[src/rtl/pf_pkg.sv]
package pf_pkg;

  typedef enum logic {
    PF_IDLE  = 1'b0,
    PF_STALL = 1'b1
  } pf_state_e;

  // block number k positions after base
  function automatic logic [63:0] blk_ahead(input logic [63:0] base, input int unsigned k);
    return base + 64'(k);
  endfunction

  // circular pointer advance over n slots
  function automatic int unsigned wrap_next(input int unsigned p, input int unsigned n);
    return (p + 1 == n) ? 0 : p + 1;
  endfunction

endpackage

[src/rtl/pf_pick.sv]
module pf_pick #(
  parameter int N  = 4,
  parameter int IW = $clog2(N)
) (
  input  logic [N-1:0]  req_i,
  output logic          any_o,
  output logic [IW-1:0] idx_o
);
  // lowest index wins
  always_comb begin
    any_o = 1'b0;
    idx_o = '0;
    for (int i = N - 1; i >= 0; i--) begin
      if (req_i[i]) begin
        any_o = 1'b1;
        idx_o = IW'(i);
      end
    end
  end
endmodule

[src/rtl/pf_lru.sv]
module pf_lru #(
  parameter int NS = 4,
  parameter int IW = $clog2(NS)
) (
  input  logic          clk,
  input  logic          rst_n,
  input  logic          touch_i,
  input  logic [IW-1:0] touch_id_i,
  output logic [IW-1:0] victim_o
);
  logic [IW-1:0] age_q [NS];
  logic [NS-1:0] oldest;

  always_ff @(posedge clk or negedge rst_n) begin
    if (!rst_n) begin
      for (int i = 0; i < NS; i++) age_q[i] <= IW'(NS - 1 - i);
    end else if (touch_i) begin
      for (int i = 0; i < NS; i++) begin
        if (touch_id_i == IW'(i)) age_q[i] <= '0;
        else if (age_q[i] < age_q[touch_id_i]) age_q[i] <= age_q[i] + 1'b1;
      end
    end
  end

  always_comb begin
    victim_o = '0;
    for (int i = 0; i < NS; i++) begin
      oldest[i] = (age_q[i] == IW'(NS - 1));
      if (oldest[i]) victim_o = IW'(i);
    end
  end

  p_single_victim_r8: assert property (@(posedge clk) disable iff (!rst_n)
    $countones(oldest) == 1);
endmodule

[src/rtl/pf_stream.sv]
module pf_stream #(
  parameter int DEPTH = 4,
  parameter int AW    = 32,
  parameter int DW    = 64,
  parameter int SW    = $clog2(DEPTH)
) (
  input  logic          clk,
  input  logic          rst_n,
  input  logic          alloc_i,
  input  logic [AW-1:0] alloc_blk_i,
  input  logic          consume_i,
  input  logic [AW-1:0] look_blk_i,
  output logic          head_hit_o,
  output logic          head_rdy_o,
  output logic [DW-1:0] head_data_o,
  output logic          pend_o,
  output logic [SW-1:0] pend_slot_o,
  output logic [AW-1:0] pend_blk_o,
  input  logic          grant_i,
  input  logic          rsp_i,
  input  logic [SW-1:0] rsp_slot_i,
  input  logic [DW-1:0] rsp_data_i
);
  logic [SW-1:0]    head_q;
  logic [DEPTH-1:0] vld_w, iss_w, rdy_w, drop_w;
  logic [AW-1:0]    blk_w [DEPTH];
  logic [DW-1:0]    dat_w [DEPTH];

  for (genvar j = 0; j < DEPTH; j++) begin : g_slot
    logic          vld, iss, rdy, drop;
    logic [AW-1:0] blk;
    logic [DW-1:0] dat;
    logic          rsp_here, gnt_here, cons_here, busy_now;

    assign rsp_here  = rsp_i && (rsp_slot_i == SW'(j));
    assign gnt_here  = grant_i && pend_o && (pend_slot_o == SW'(j));
    assign cons_here = consume_i && (head_q == SW'(j));
    // a request for this entry is in memory after this cycle
    assign busy_now  = ((vld && iss && !rdy) || drop || gnt_here) && !rsp_here;

    always_ff @(posedge clk or negedge rst_n) begin
      if (!rst_n) begin
        vld <= 1'b0; iss <= 1'b0; rdy <= 1'b0; drop <= 1'b0;
        blk <= '0;   dat <= '0;
      end else if (alloc_i) begin
        vld  <= 1'b1; iss <= 1'b0; rdy <= 1'b0;
        drop <= busy_now;
        blk  <= AW'(pf_pkg::blk_ahead(64'(alloc_blk_i), unsigned'(j + 1)));
      end else if (cons_here) begin
        iss <= 1'b0; rdy <= 1'b0;
        blk <= AW'(pf_pkg::blk_ahead(64'(blk), DEPTH));
      end else begin
        if (gnt_here) iss <= 1'b1;
        if (rsp_here) begin
          if (drop) drop <= 1'b0;
          else if (vld && iss) begin
            rdy <= 1'b1;
            dat <= rsp_data_i;
          end
        end
      end
    end

    assign vld_w[j]  = vld;
    assign iss_w[j]  = iss;
    assign rdy_w[j]  = rdy;
    assign drop_w[j] = drop;
    assign blk_w[j]  = blk;
    assign dat_w[j]  = dat;

    p_rsp_has_owner_r7: assert property (@(posedge clk) disable iff (!rst_n)
      rsp_here |-> ((vld && iss && !rdy) || drop));
  end

  always_ff @(posedge clk or negedge rst_n) begin
    if (!rst_n) head_q <= '0;
    else if (alloc_i) head_q <= '0;
    else if (consume_i) head_q <= SW'(pf_pkg::wrap_next(32'(head_q), DEPTH));
  end

  assign head_hit_o  = vld_w[head_q] && (blk_w[head_q] == look_blk_i);
  assign head_rdy_o  = rdy_w[head_q];
  assign head_data_o = dat_w[head_q];

  always_comb begin
    pend_o      = 1'b0;
    pend_slot_o = '0;
    for (int i = DEPTH - 1; i >= 0; i--) begin
      if (vld_w[i] && !iss_w[i] && !drop_w[i]) begin
        pend_o      = 1'b1;
        pend_slot_o = SW'(i);
      end
    end
  end
  assign pend_blk_o = blk_w[pend_slot_o];
endmodule

[src/rtl/seq_stream_prefetcher.sv]
module seq_stream_prefetcher #(
  parameter int NUM_STREAMS = 4,
  parameter int DEPTH       = 4,
  parameter int ADDR_W      = 32,
  parameter int DATA_W      = 64,
  localparam int SID_W      = $clog2(NUM_STREAMS),
  localparam int SLOT_W     = $clog2(DEPTH),
  localparam int TAG_W      = SID_W + SLOT_W
) (
  input  logic              clk,
  input  logic              rst_n,
  input  logic              miss_valid,
  output logic              miss_ready,
  input  logic [ADDR_W-1:0] miss_blk,
  output logic              fill_valid,
  output logic              fill_hit,
  output logic [ADDR_W-1:0] fill_blk,
  output logic [DATA_W-1:0] fill_data,
  output logic              pf_req_valid,
  input  logic              pf_req_ready,
  output logic [ADDR_W-1:0] pf_req_blk,
  output logic [TAG_W-1:0]  pf_req_tag,
  input  logic              pf_rsp_valid,
  input  logic [TAG_W-1:0]  pf_rsp_tag,
  input  logic [DATA_W-1:0] pf_rsp_data
);
  import pf_pkg::*;

  logic [NUM_STREAMS-1:0] hit_vec, rdy_vec, pend_vec;
  logic [NUM_STREAMS-1:0] alloc_vec, consume_vec, grant_vec, rsp_vec;
  logic [DATA_W-1:0]      head_data [NUM_STREAMS];
  logic [SLOT_W-1:0]      pend_slot [NUM_STREAMS];
  logic [ADDR_W-1:0]      pend_blk  [NUM_STREAMS];

  pf_state_e         state_q;
  logic [SID_W-1:0]  wait_sid_q;
  logic [ADDR_W-1:0] wait_blk_q;

  logic              hit_any;
  logic [SID_W-1:0]  hit_sid, req_sid, victim, cons_sid;
  logic [SID_W-1:0]  rsp_sid;
  logic [SLOT_W-1:0] rsp_slot;

  // named events
  logic miss_fire, ev_hit_now, ev_stall, ev_miss, ev_wake, cons_any;

  assign rsp_sid  = pf_rsp_tag[TAG_W-1:SLOT_W];
  assign rsp_slot = pf_rsp_tag[SLOT_W-1:0];

  for (genvar s = 0; s < NUM_STREAMS; s++) begin : g_strm
    assign alloc_vec[s]   = ev_miss && (victim == SID_W'(s));
    assign consume_vec[s] = cons_any && (cons_sid == SID_W'(s));
    assign grant_vec[s]   = pf_req_valid && pf_req_ready && (req_sid == SID_W'(s));
    assign rsp_vec[s]     = pf_rsp_valid && (rsp_sid == SID_W'(s));

    pf_stream #(.DEPTH(DEPTH), .AW(ADDR_W), .DW(DATA_W), .SW(SLOT_W)) u_stream (
      .clk         (clk),
      .rst_n       (rst_n),
      .alloc_i     (alloc_vec[s]),
      .alloc_blk_i (miss_blk),
      .consume_i   (consume_vec[s]),
      .look_blk_i  (miss_blk),
      .head_hit_o  (hit_vec[s]),
      .head_rdy_o  (rdy_vec[s]),
      .head_data_o (head_data[s]),
      .pend_o      (pend_vec[s]),
      .pend_slot_o (pend_slot[s]),
      .pend_blk_o  (pend_blk[s]),
      .grant_i     (grant_vec[s]),
      .rsp_i       (rsp_vec[s]),
      .rsp_slot_i  (rsp_slot),
      .rsp_data_i  (pf_rsp_data)
    );
  end

  pf_pick #(.N(NUM_STREAMS), .IW(SID_W)) u_hit_pick (
    .req_i (hit_vec), .any_o (hit_any), .idx_o (hit_sid));

  pf_pick #(.N(NUM_STREAMS), .IW(SID_W)) u_req_pick (
    .req_i (pend_vec), .any_o (pf_req_valid), .idx_o (req_sid));

  pf_lru #(.NS(NUM_STREAMS), .IW(SID_W)) u_lru (
    .clk        (clk),
    .rst_n      (rst_n),
    .touch_i    (miss_fire),
    .touch_id_i (hit_any ? hit_sid : victim),
    .victim_o   (victim));

  assign pf_req_blk = pend_blk[req_sid];
  assign pf_req_tag = {req_sid, pend_slot[req_sid]};

  assign miss_ready = (state_q == PF_IDLE);
  assign miss_fire  = miss_valid && miss_ready;
  assign ev_hit_now = miss_fire && hit_any && rdy_vec[hit_sid];
  assign ev_stall   = miss_fire && hit_any && !rdy_vec[hit_sid];
  assign ev_miss    = miss_fire && !hit_any;
  assign ev_wake    = (state_q == PF_STALL) && rdy_vec[wait_sid_q];
  assign cons_any   = ev_hit_now || ev_wake;
  assign cons_sid   = ev_wake ? wait_sid_q : hit_sid;

  always_ff @(posedge clk or negedge rst_n) begin
    if (!rst_n) begin
      state_q    <= PF_IDLE;
      wait_sid_q <= '0;
      wait_blk_q <= '0;
      fill_valid <= 1'b0;
      fill_hit   <= 1'b0;
      fill_blk   <= '0;
      fill_data  <= '0;
    end else begin
      fill_valid <= cons_any || ev_miss;
      fill_hit   <= cons_any;
      fill_blk   <= ev_wake ? wait_blk_q : miss_blk;
      fill_data  <= cons_any ? head_data[cons_sid] : '0;
      if (ev_stall) begin
        state_q    <= PF_STALL;
        wait_sid_q <= hit_sid;
        wait_blk_q <= miss_blk;
      end else if (ev_wake) begin
        state_q <= PF_IDLE;
      end
    end
  end

  p_accept_answered_r2: assert property (@(posedge clk) disable iff (!rst_n)
    miss_fire |=> (fill_valid || state_q == PF_STALL));

  p_refill_after_consume_r4: assert property (@(posedge clk) disable iff (!rst_n)
    cons_any |=> pf_req_valid);

  p_wake_fills_hit_r6: assert property (@(posedge clk) disable iff (!rst_n)
    ev_wake |=> (fill_valid && fill_hit && miss_ready));

  p_stall_holds_fill_r6: assert property (@(posedge clk) disable iff (!rst_n)
    (state_q == PF_STALL && !rdy_vec[wait_sid_q]) |=> !fill_valid);
endmodule

[config.mk]
export PLATFORM = sky130hd
export DESIGN_NAME = seq_stream_prefetcher
export DESIGN_NICKNAME = d
export VERILOG_FILES = /design/src/rtl/pf_pkg.sv /design/src/rtl/pf_pick.sv /design/src/rtl/pf_lru.sv /design/src/rtl/pf_stream.sv /design/src/rtl/seq_stream_prefetcher.sv
export SDC_FILE = /design/constraint.sdc
export NUM_CORES = 2
export LEC_CHECK = 0
export ABC_AREA = 0
export CORE_ASPECT_RATIO = 0.8
export CORE_MARGIN = 2
export CORE_UTILIZATION = 30
export CTS_BUF_LIST = sky130_fd_sc_hd__clkbuf_4
export CTS_CLUSTER_DIAMETER = 80
export CTS_CLUSTER_SIZE = 8
export DETAILED_ROUTE_END_ITERATION = 10
export DONT_BUFFER_PORTS = 1
export PLACE_DENSITY = 0.54
export SLEW_MARGIN = 20
export SYNTH_ARGS = -nofsm -noshare
export SYNTH_HDL_FRONTEND = slang
export SYNTH_SLANG_ARGS = --single-unit
[constraint.sdc]
create_clock -name clk -period 5.6 [get_ports clk]
set_input_delay 1.4 -clock clk [delete_from_list [all_inputs] [get_ports clk]]
set_output_delay 1.4 -clock clk [all_outputs]
set_load 0.05 [all_outputs]
* Word level (Yosys, flattened, before mapping)
Cells that the tools add are included.
W data, S select, Z words.
** Storage, ports and cells
- Input bits :: 105
- Register bits :: 1737
- Logic and storage cells :: 1048
- Output and inout bits :: 136
** Operators by class
- Mux-type cells :: 353
- Reduce and logical (&&, ||, !) cells :: 414
- Equal/unequal tests :: 85
- Order comparisons :: 21
- Add/sub/neg operators :: 28
- Bitwise logic cells :: 48
** Operator list (count)
- $mux W32 :: 51
- $mux W64 :: 11
- $bmux W64 S2 :: 5
- $bmux W32 S2 :: 9
- $add A32 B3 Y32 const B :: 17
- $mux W1 :: 213
- $logic_and A1 B1 Y1 :: 159
- $reduce_bool A3 Y1 :: 48
- $eq A32 B32 Y1 :: 4
- $mux W2 :: 52
- $reduce_bool A2 Y1 :: 41
- $reduce_and A5 Y1 :: 16
- $logic_not A1 Y1 :: 66
- $add A32 B2 Y32 const B :: 2
- $eq A2 B2 Y1 const B :: 31
- $ne A3 B2 Y1 const B :: 16
- $reduce_and A3 Y1 :: 16
- $reduce_and A2 Y1 :: 20
- $not A1 Y1 :: 37
- $logic_or A1 B1 Y1 :: 34
- $ge A3 B3 Y1 const B :: 11
- $not A2 Y3 :: 11
- $add A32 B1 Y32 const B :: 1
- $ne A2 B1 Y1 const B :: 16
- other kinds (9) :: 62

* Logic depth before layout (Yosys ltp)
- Depth in word-level cells :: 18
- Depth in mapped cells :: 20
- Gate-level depth less buffers :: 15

* Modules after synthesis
A second synthesis with hierarchy kept.
** Unflattened totals
- Cells, all modules :: 8884
- Area total of the unflattened synthesis :: 100592.7 µm²
** Modules (own cells, without submodules)
- pf_stream (g_strm[1].u_stream ...) :: seq. area each 9984.6 µm², area each 23127.2 µm², cells an instance 2016, instances 2
- pf_stream (g_strm[3].u_stream) :: seq. area each 9984.6 µm², area each 22828.1 µm², cells an instance 2036, instances 1
- pf_stream (g_strm[0].u_stream) :: seq. area each 9984.6 µm², area each 22800.6 µm², cells an instance 2014, instances 1
- seq_stream_prefetcher :: seq. area each 3328.2 µm², area each 7926.4 µm², cells an instance 712, instances 1
- pf_lru :: seq. area each 205.2 µm², area each 713.2 µm², cells an instance 76, instances 1
- pf_pick :: seq. area each 0.0 µm², area each 35.0 µm², cells an instance 7, instances 2

* Least setup slack after synthesis
Ideal clock, no wire load.
- Kind :: input port to flip-flop
- Start point :: input miss_blk[20]
- End point :: register g_strm[3].u_stream.g_slot[3].dat[43]
- Required time :: 5.475 ns
- Setup time :: 0.125 ns
- Arrival time :: 5.102 ns
- Cell stages on the path :: 14
- Path buffers :: 4
- Path slack :: 0.373 ns
- Path through :: clkbuf_1 -> o22ai_1 -> o31ai_1 -> nand3_1 -> or4b_1 -> or3_1 -> clkbuf_2 -> a311o_1 -> o211a_1 -> and2_1 -> buf_4 -> nor3_4 -> buf_6 -> mux2_2
** Between the ends
- Longest elaborated chain between the ends :: 14
- Elaborated cells on any way between the ends :: 31
- Classes of those cells :: eq/ne (5); mux (11); bitwise (2); reduce/logical (13)
** Ends and longest elaborated chain
- from (decl) :: line seq_stream_prefetcher.sv:14 : input logic [ADDR_W-1:0] miss_blk,
- $eq A32 B32 Y1 :: line pf_stream.sv:81 : assign head_hit_o = vld_w[head_q] && (blk_w[head_q] == look_blk_i);
- $logic_and A1 B1 Y1 :: line pf_stream.sv:81
- $mux W2 (4 in series) :: line pf_pick.sv:14 : if (req_i[i]) begin
- $bmux W1 S2 :: line seq_stream_prefetcher.sv:94 : assign ev_hit_now = miss_fire && hit_any && rdy_vec[hit_sid];
- $mux W1 (implied by the code) :: line seq_stream_prefetcher.sv:94
- $logic_and A1 B1 Y1 :: line seq_stream_prefetcher.sv:94
- $logic_or A1 B1 Y1 :: line seq_stream_prefetcher.sv:98 : assign cons_any = ev_hit_now || ev_wake;
- $logic_and A1 B1 Y1 :: line seq_stream_prefetcher.sv:52 : assign consume_vec[s] = cons_any && (cons_sid == SID_W'(s));
- $logic_and A1 B1 Y1 :: line pf_stream.sv:37 : assign cons_here = consume_i && (head_q == SW'(j));
- $not A1 Y1 (no line)
- $reduce_and A5 Y1 (no line) (*)
- to (signal assigned) :: line pf_stream.sv:58 : dat <= rsp_data_i;
- to (decl) :: line pf_stream.sv:32 : logic [DW-1:0] dat;
Every way passes the cells marked *; elsewhere a longest branch is shown, timed or not. The select of a mux whose other input is x is not followed.
A chain may end at the register's enable or synchronous reset.

* Worst setup path in the final report
- Start point :: register g_strm[1].u_stream.g_slot[0].vld
- End point :: output pf_req_blk[24]
** Between the ends
- Longest elaborated chain between the ends :: 13
- Elaborated cells on any way between the ends :: 26
- Classes of those cells :: mux (16); bitwise (2); reduce/logical (8)
** Ends and longest elaborated chain
- from (decl) :: line pf_stream.sv:30 : logic vld, iss, rdy, drop;
- from (signal assigned) :: line pf_stream.sv:43 : vld <= 1'b0; iss <= 1'b0; rdy <= 1'b0; drop <= 1'b0;
- from (signal assigned) :: line pf_stream.sv:46 : vld <= 1'b1; iss <= 1'b0; rdy <= 1'b0;
- $logic_and A1 B1 Y1 (2 in series)
- $mux W2 (3 in series)
- $mux W2 :: line pf_stream.sv:89 : if (vld_w[i] && !iss_w[i] && !drop_w[i]) begin
- $not A2 Y3 (implied by the code) :: line pf_stream.sv:95 : assign pend_blk_o = blk_w[pend_slot_o];
- $bmux W32 S2 :: line pf_stream.sv:95
- $mux W32 (implied by the code) (2 in series) :: line pf_stream.sv:95
- $bmux W32 S2 (*) :: line seq_stream_prefetcher.sv:89 : assign pf_req_blk = pend_blk[req_sid];
- $mux W32 (implied by the code) (*) (2 in series) :: line seq_stream_prefetcher.sv:89
- to (decl) :: line seq_stream_prefetcher.sv:21 : output logic [ADDR_W-1:0] pf_req_blk,
Marks and branches as above.

==> flow_summary_export.csv <==
group,metric,value,unit
outcome,outcome,"finished with violations",
outcome,violations,"negative setup slack",
global_route,grt_max_degree,174,
floorplan,start_util,0.301,
yosys,synth-async-reset-ratio,1.00,
worst_setup_path,path_cells,"inv_4 -> nor3_4 -> buf_12 -> mux2_4 -> a222oi_1 -> buf_4 -> o221ai_2 -> buf_6 -> buf_8",
worst_setup_path,cp_num_buf_inv,5,
clock_tree,clkTransAtPathRegs,120,ps
clock_tree,cts_max_path_buffers,4,
worst_hold_path,min_path_type,"in2reg",
placed_design,pre_cts_ws,-801,ps
global_route,antenna_found_initial,92,
worst_setup_path,cp.arrival,4570,ps
detailed_routing,postRouteAntennaNets,0,
timing,fmax,167,MHz
worst_setup_path,slowest_stage,"a222oi_1",
floorplan,die_h,505,µm
worst_setup_path,crit_path_end_kind,"output port",
cells_and_area,area_growth,15.0,%
yosys,ys_seq_area_frac,0.459,
timing,tns,-8860,ps
yosys,yosysTopAreaCell,"dfrtp_1",
detailed_routing,drc_errors,0,
detailed_routing,num_vias,79500,
clock_tree,h-tree-depth,4,
cells_and_area,layout.nets,9052,
placed_design,port_buffers,0,
floorplan,dieArea,319000,µm²
power_and_ir_drop,ir_worst_vdd,0.000687,V
worst_setup_path,critPathLaunchType,"register",
yosys,avgSynthCellArea,11.1,µm²
worst_hold_path,min_path_cells,1,
timing,min_period_over_period,1.07,
placed_design,dp_hpwl,337000,µm
timing,period_needed,5970,ps
timing,slew_viol_final,0,
yosys,syn-cell-area,94300,µm²
yosys,synth.most_common_cell,"dfrtp_1",
cells_and_area,drive_gt1_frac,0.306,
yosys,synth_area_leaders,"dfrtp_1, mux2_2, mux4_2, nand2_1, xnor2_1",
power_and_ir_drop,p_leak,46.3,nW
yosys,ys_types,95,
worst_setup_path,cp.required,4200,ps
worst_setup_path,crit_fanout,6,
timing,max_slew_margin,0.0880,
timing,rsz0062_at_grt,"true",
timing,finClkSkew,188,ps
worst_setup_path,slowest_delay,1060,ps
detailed_routing,drt_first_pass_iters,11,
yosys,synth-edff-count,0,
detailed_routing,post_drt_wl_per_cell,35.2,µm
power_and_ir_drop,power.density,461,nW/µm²
yosys,ys.flop_type,"dfrtp_1",
yosys,synth_nets,8661,
floorplan,io_pins,241,
yosys,yosysTopAreaCellShare,0.458,
timing,setup_slack,-373,ps
cells_and_area,fin_area,108000,µm²
clock_tree,clock_latency,1450,ps
floorplan,rows,184,
global_route,grt_pass1_vias,76000,
flow_run,drv_cap,0,
global_route,grt_pass1_wl,634000,µm
worst_setup_path,path_class,"reg2out",
clock_tree,numCtsBuffers,246,
timing,setup_violations,113,
global_route,track_usage,0.284,
detailed_routing,viasPerCell,6.02,
yosys,synth-seq-cells,1729,
yosys,synth_cells,8511,
floorplan,core,313000,µm²
worst_setup_path,worstSetupPathDepth,9,
clock_tree,root_buffer,"clkbuf_4",
clock_tree,cts_tree,"built",
yosys,yosys_warnings,0,
worst_setup_path,r2r_slack,-120,ps
detailed_routing,drt_iter0_drc,10800,
timing,worst_pin_slew,1360,ps
yosys,synth_common_cells,"dfrtp_1, mux2_2, nand2_1",
clock_tree,cts_sinks,1729,
cells_and_area,fill_cells,31200,
floorplan,die_w,631,µm
global_route,grt_overflow_total,0,
timing,hold_viol,0,
worst_setup_path,r2r_cells,16,
detailed_routing,wirelength,465000,µm
worst_setup_path,critPathTopFamily,"compound AO/OA/AOI/OAI gates",
placed_design,placed_area,105000,µm²
cells_and_area,post-route-util,0.346,
placed_design,gp_congestion,1.11,
logic make-up (layout without fill, tap and decap cells):
logic type                 after synthesis  count (layout)  synth area share
and+or+nand+nor                       2492            2495             0.129
muxes                                 1571            1571             0.229
other                                    0              79                 0
AOI/OAI and AO/OA                     1356            1356            0.0967
xor gates and xnor gates               455             455            0.0423
buffers and inverters                  863            1280            0.0383
DFF                                   1729            1729             0.459
adders and majority gates               45              45           0.00597
worst paths after layout:
path | start | end
setup / recovery | g_strm[1].u_stream.g_slot[0].vld | pf_req_blk[24]
max in group asynchronous | rst_n | g_strm[3].u_stream.g_slot[2].dat[25]
min in group asynchronous | rst_n | g_strm[1].u_stream.g_slot[3].blk[2]
setup reg to reg | g_strm[1].u_stream.head_q[1] | g_strm[1].u_stream.g_slot[2].dat[10]
hold / removal | miss_blk[0] | g_strm[1].u_stream.g_slot[0].blk[0]
hold reg to reg | wait_blk_q[29] | fill_blk[29]
sequential cells by signal, summed over array words and instances, names as in the netlist:
register	count
fill_blk	32
state_q	1
fill_hit	1
fill_valid	1
g_strm.u_stream.g_slot.rdy	16
g_strm.u_stream.g_slot.iss	16
u_lru.age_q	8
g_strm.u_stream.g_slot.blk	504
wait_sid_q	2
wait_blk_q	32
g_strm.u_stream.head_q	8
g_strm.u_stream.g_slot.drop	16
fill_data	64
g_strm.u_stream.g_slot.vld	4
g_strm.u_stream.g_slot.dat	1024
area by class of cell:
| type | instances | area, µm² | area share |
|---|---|---|---|
| Timing Repair Buffer | 803 | 7690 | 0.0709 |
| Clock inverter | 16 | 233 | 0.00215 |
| Inverter | 200 | 758 | 0.00699 |
| Antenna cell | 79 | 198 | 0.00182 |
| Multi-Input combinational cell | 5922 | 49000 | 0.452 |
| Clock buffer | 261 | 1960 | 0.0181 |
| Tap cell | 4185 | 5240 | 0.0483 |
| Sequential cell | 1729 | 43300 | 0.399 |
placed cells by master, fill, tap and decap left out, drive strengths merged, types with 24 or more instances in the layout:
master  instances
a22oi         148
and3          226
mux2         1124
diode          79
nor3          158
xor2          153
a21o           51
nand4         126
nand2b         30
mux2i          89
nor2          303
buf           793
a222oi         59
o221ai         41
o211ai         34
nand2         926
clkbuf        262
nor4           91
nand3         401
ha             45
o21ai         403
dfrtp        1725
a21oi         256
inv           194
xnor2         302
mux4          358
a31oi          62
and2           48
or3            38
o32a           37
a221o          66
a32oi          24
routing by layer:
metal | up-vias | track usage | share of wire
met4 | 88 | 0.127 | 0.050
met3 | 898 | 0.140 | 0.14
met1 | 41300 | 0.378 | 0.41
met2 | 5059 | 0.381 | 0.40
met5 | - | 0.00526 | 0.0025
li1 | 32100 | - | -
power by group:
group | internal [mW] | leakage [nW] | switching (mW)
clock | 2.41 | 1.31 | 4.76
sequential | 16.2 | 22.8 | 4.43
combinational | 9.00 | 22.3 | 13.2
through the flow:
stage	power (mW)	hold slack (ps)	instances
after global routing	51.7	64.1	13100
final	50.0	139	13200
after CTS	48.9	4.35	13100
after floorplan	30.7	433	8511
after detailed placement	40.9	452	12800
after global placement	40.5	441	12800
what timing repair did:
action                                  4_1_cts  5_1_grt
hold buffers                                  8        0
resized for setup                            94       37
pin swaps                                    29       18
endpoints found under the setup margin      301      298
endpoints found under the hold margin        33        0
buffers inserted                             27        6
gates cloned                                  3        3
No activity file was read; power rests on OpenSTA's default activity.
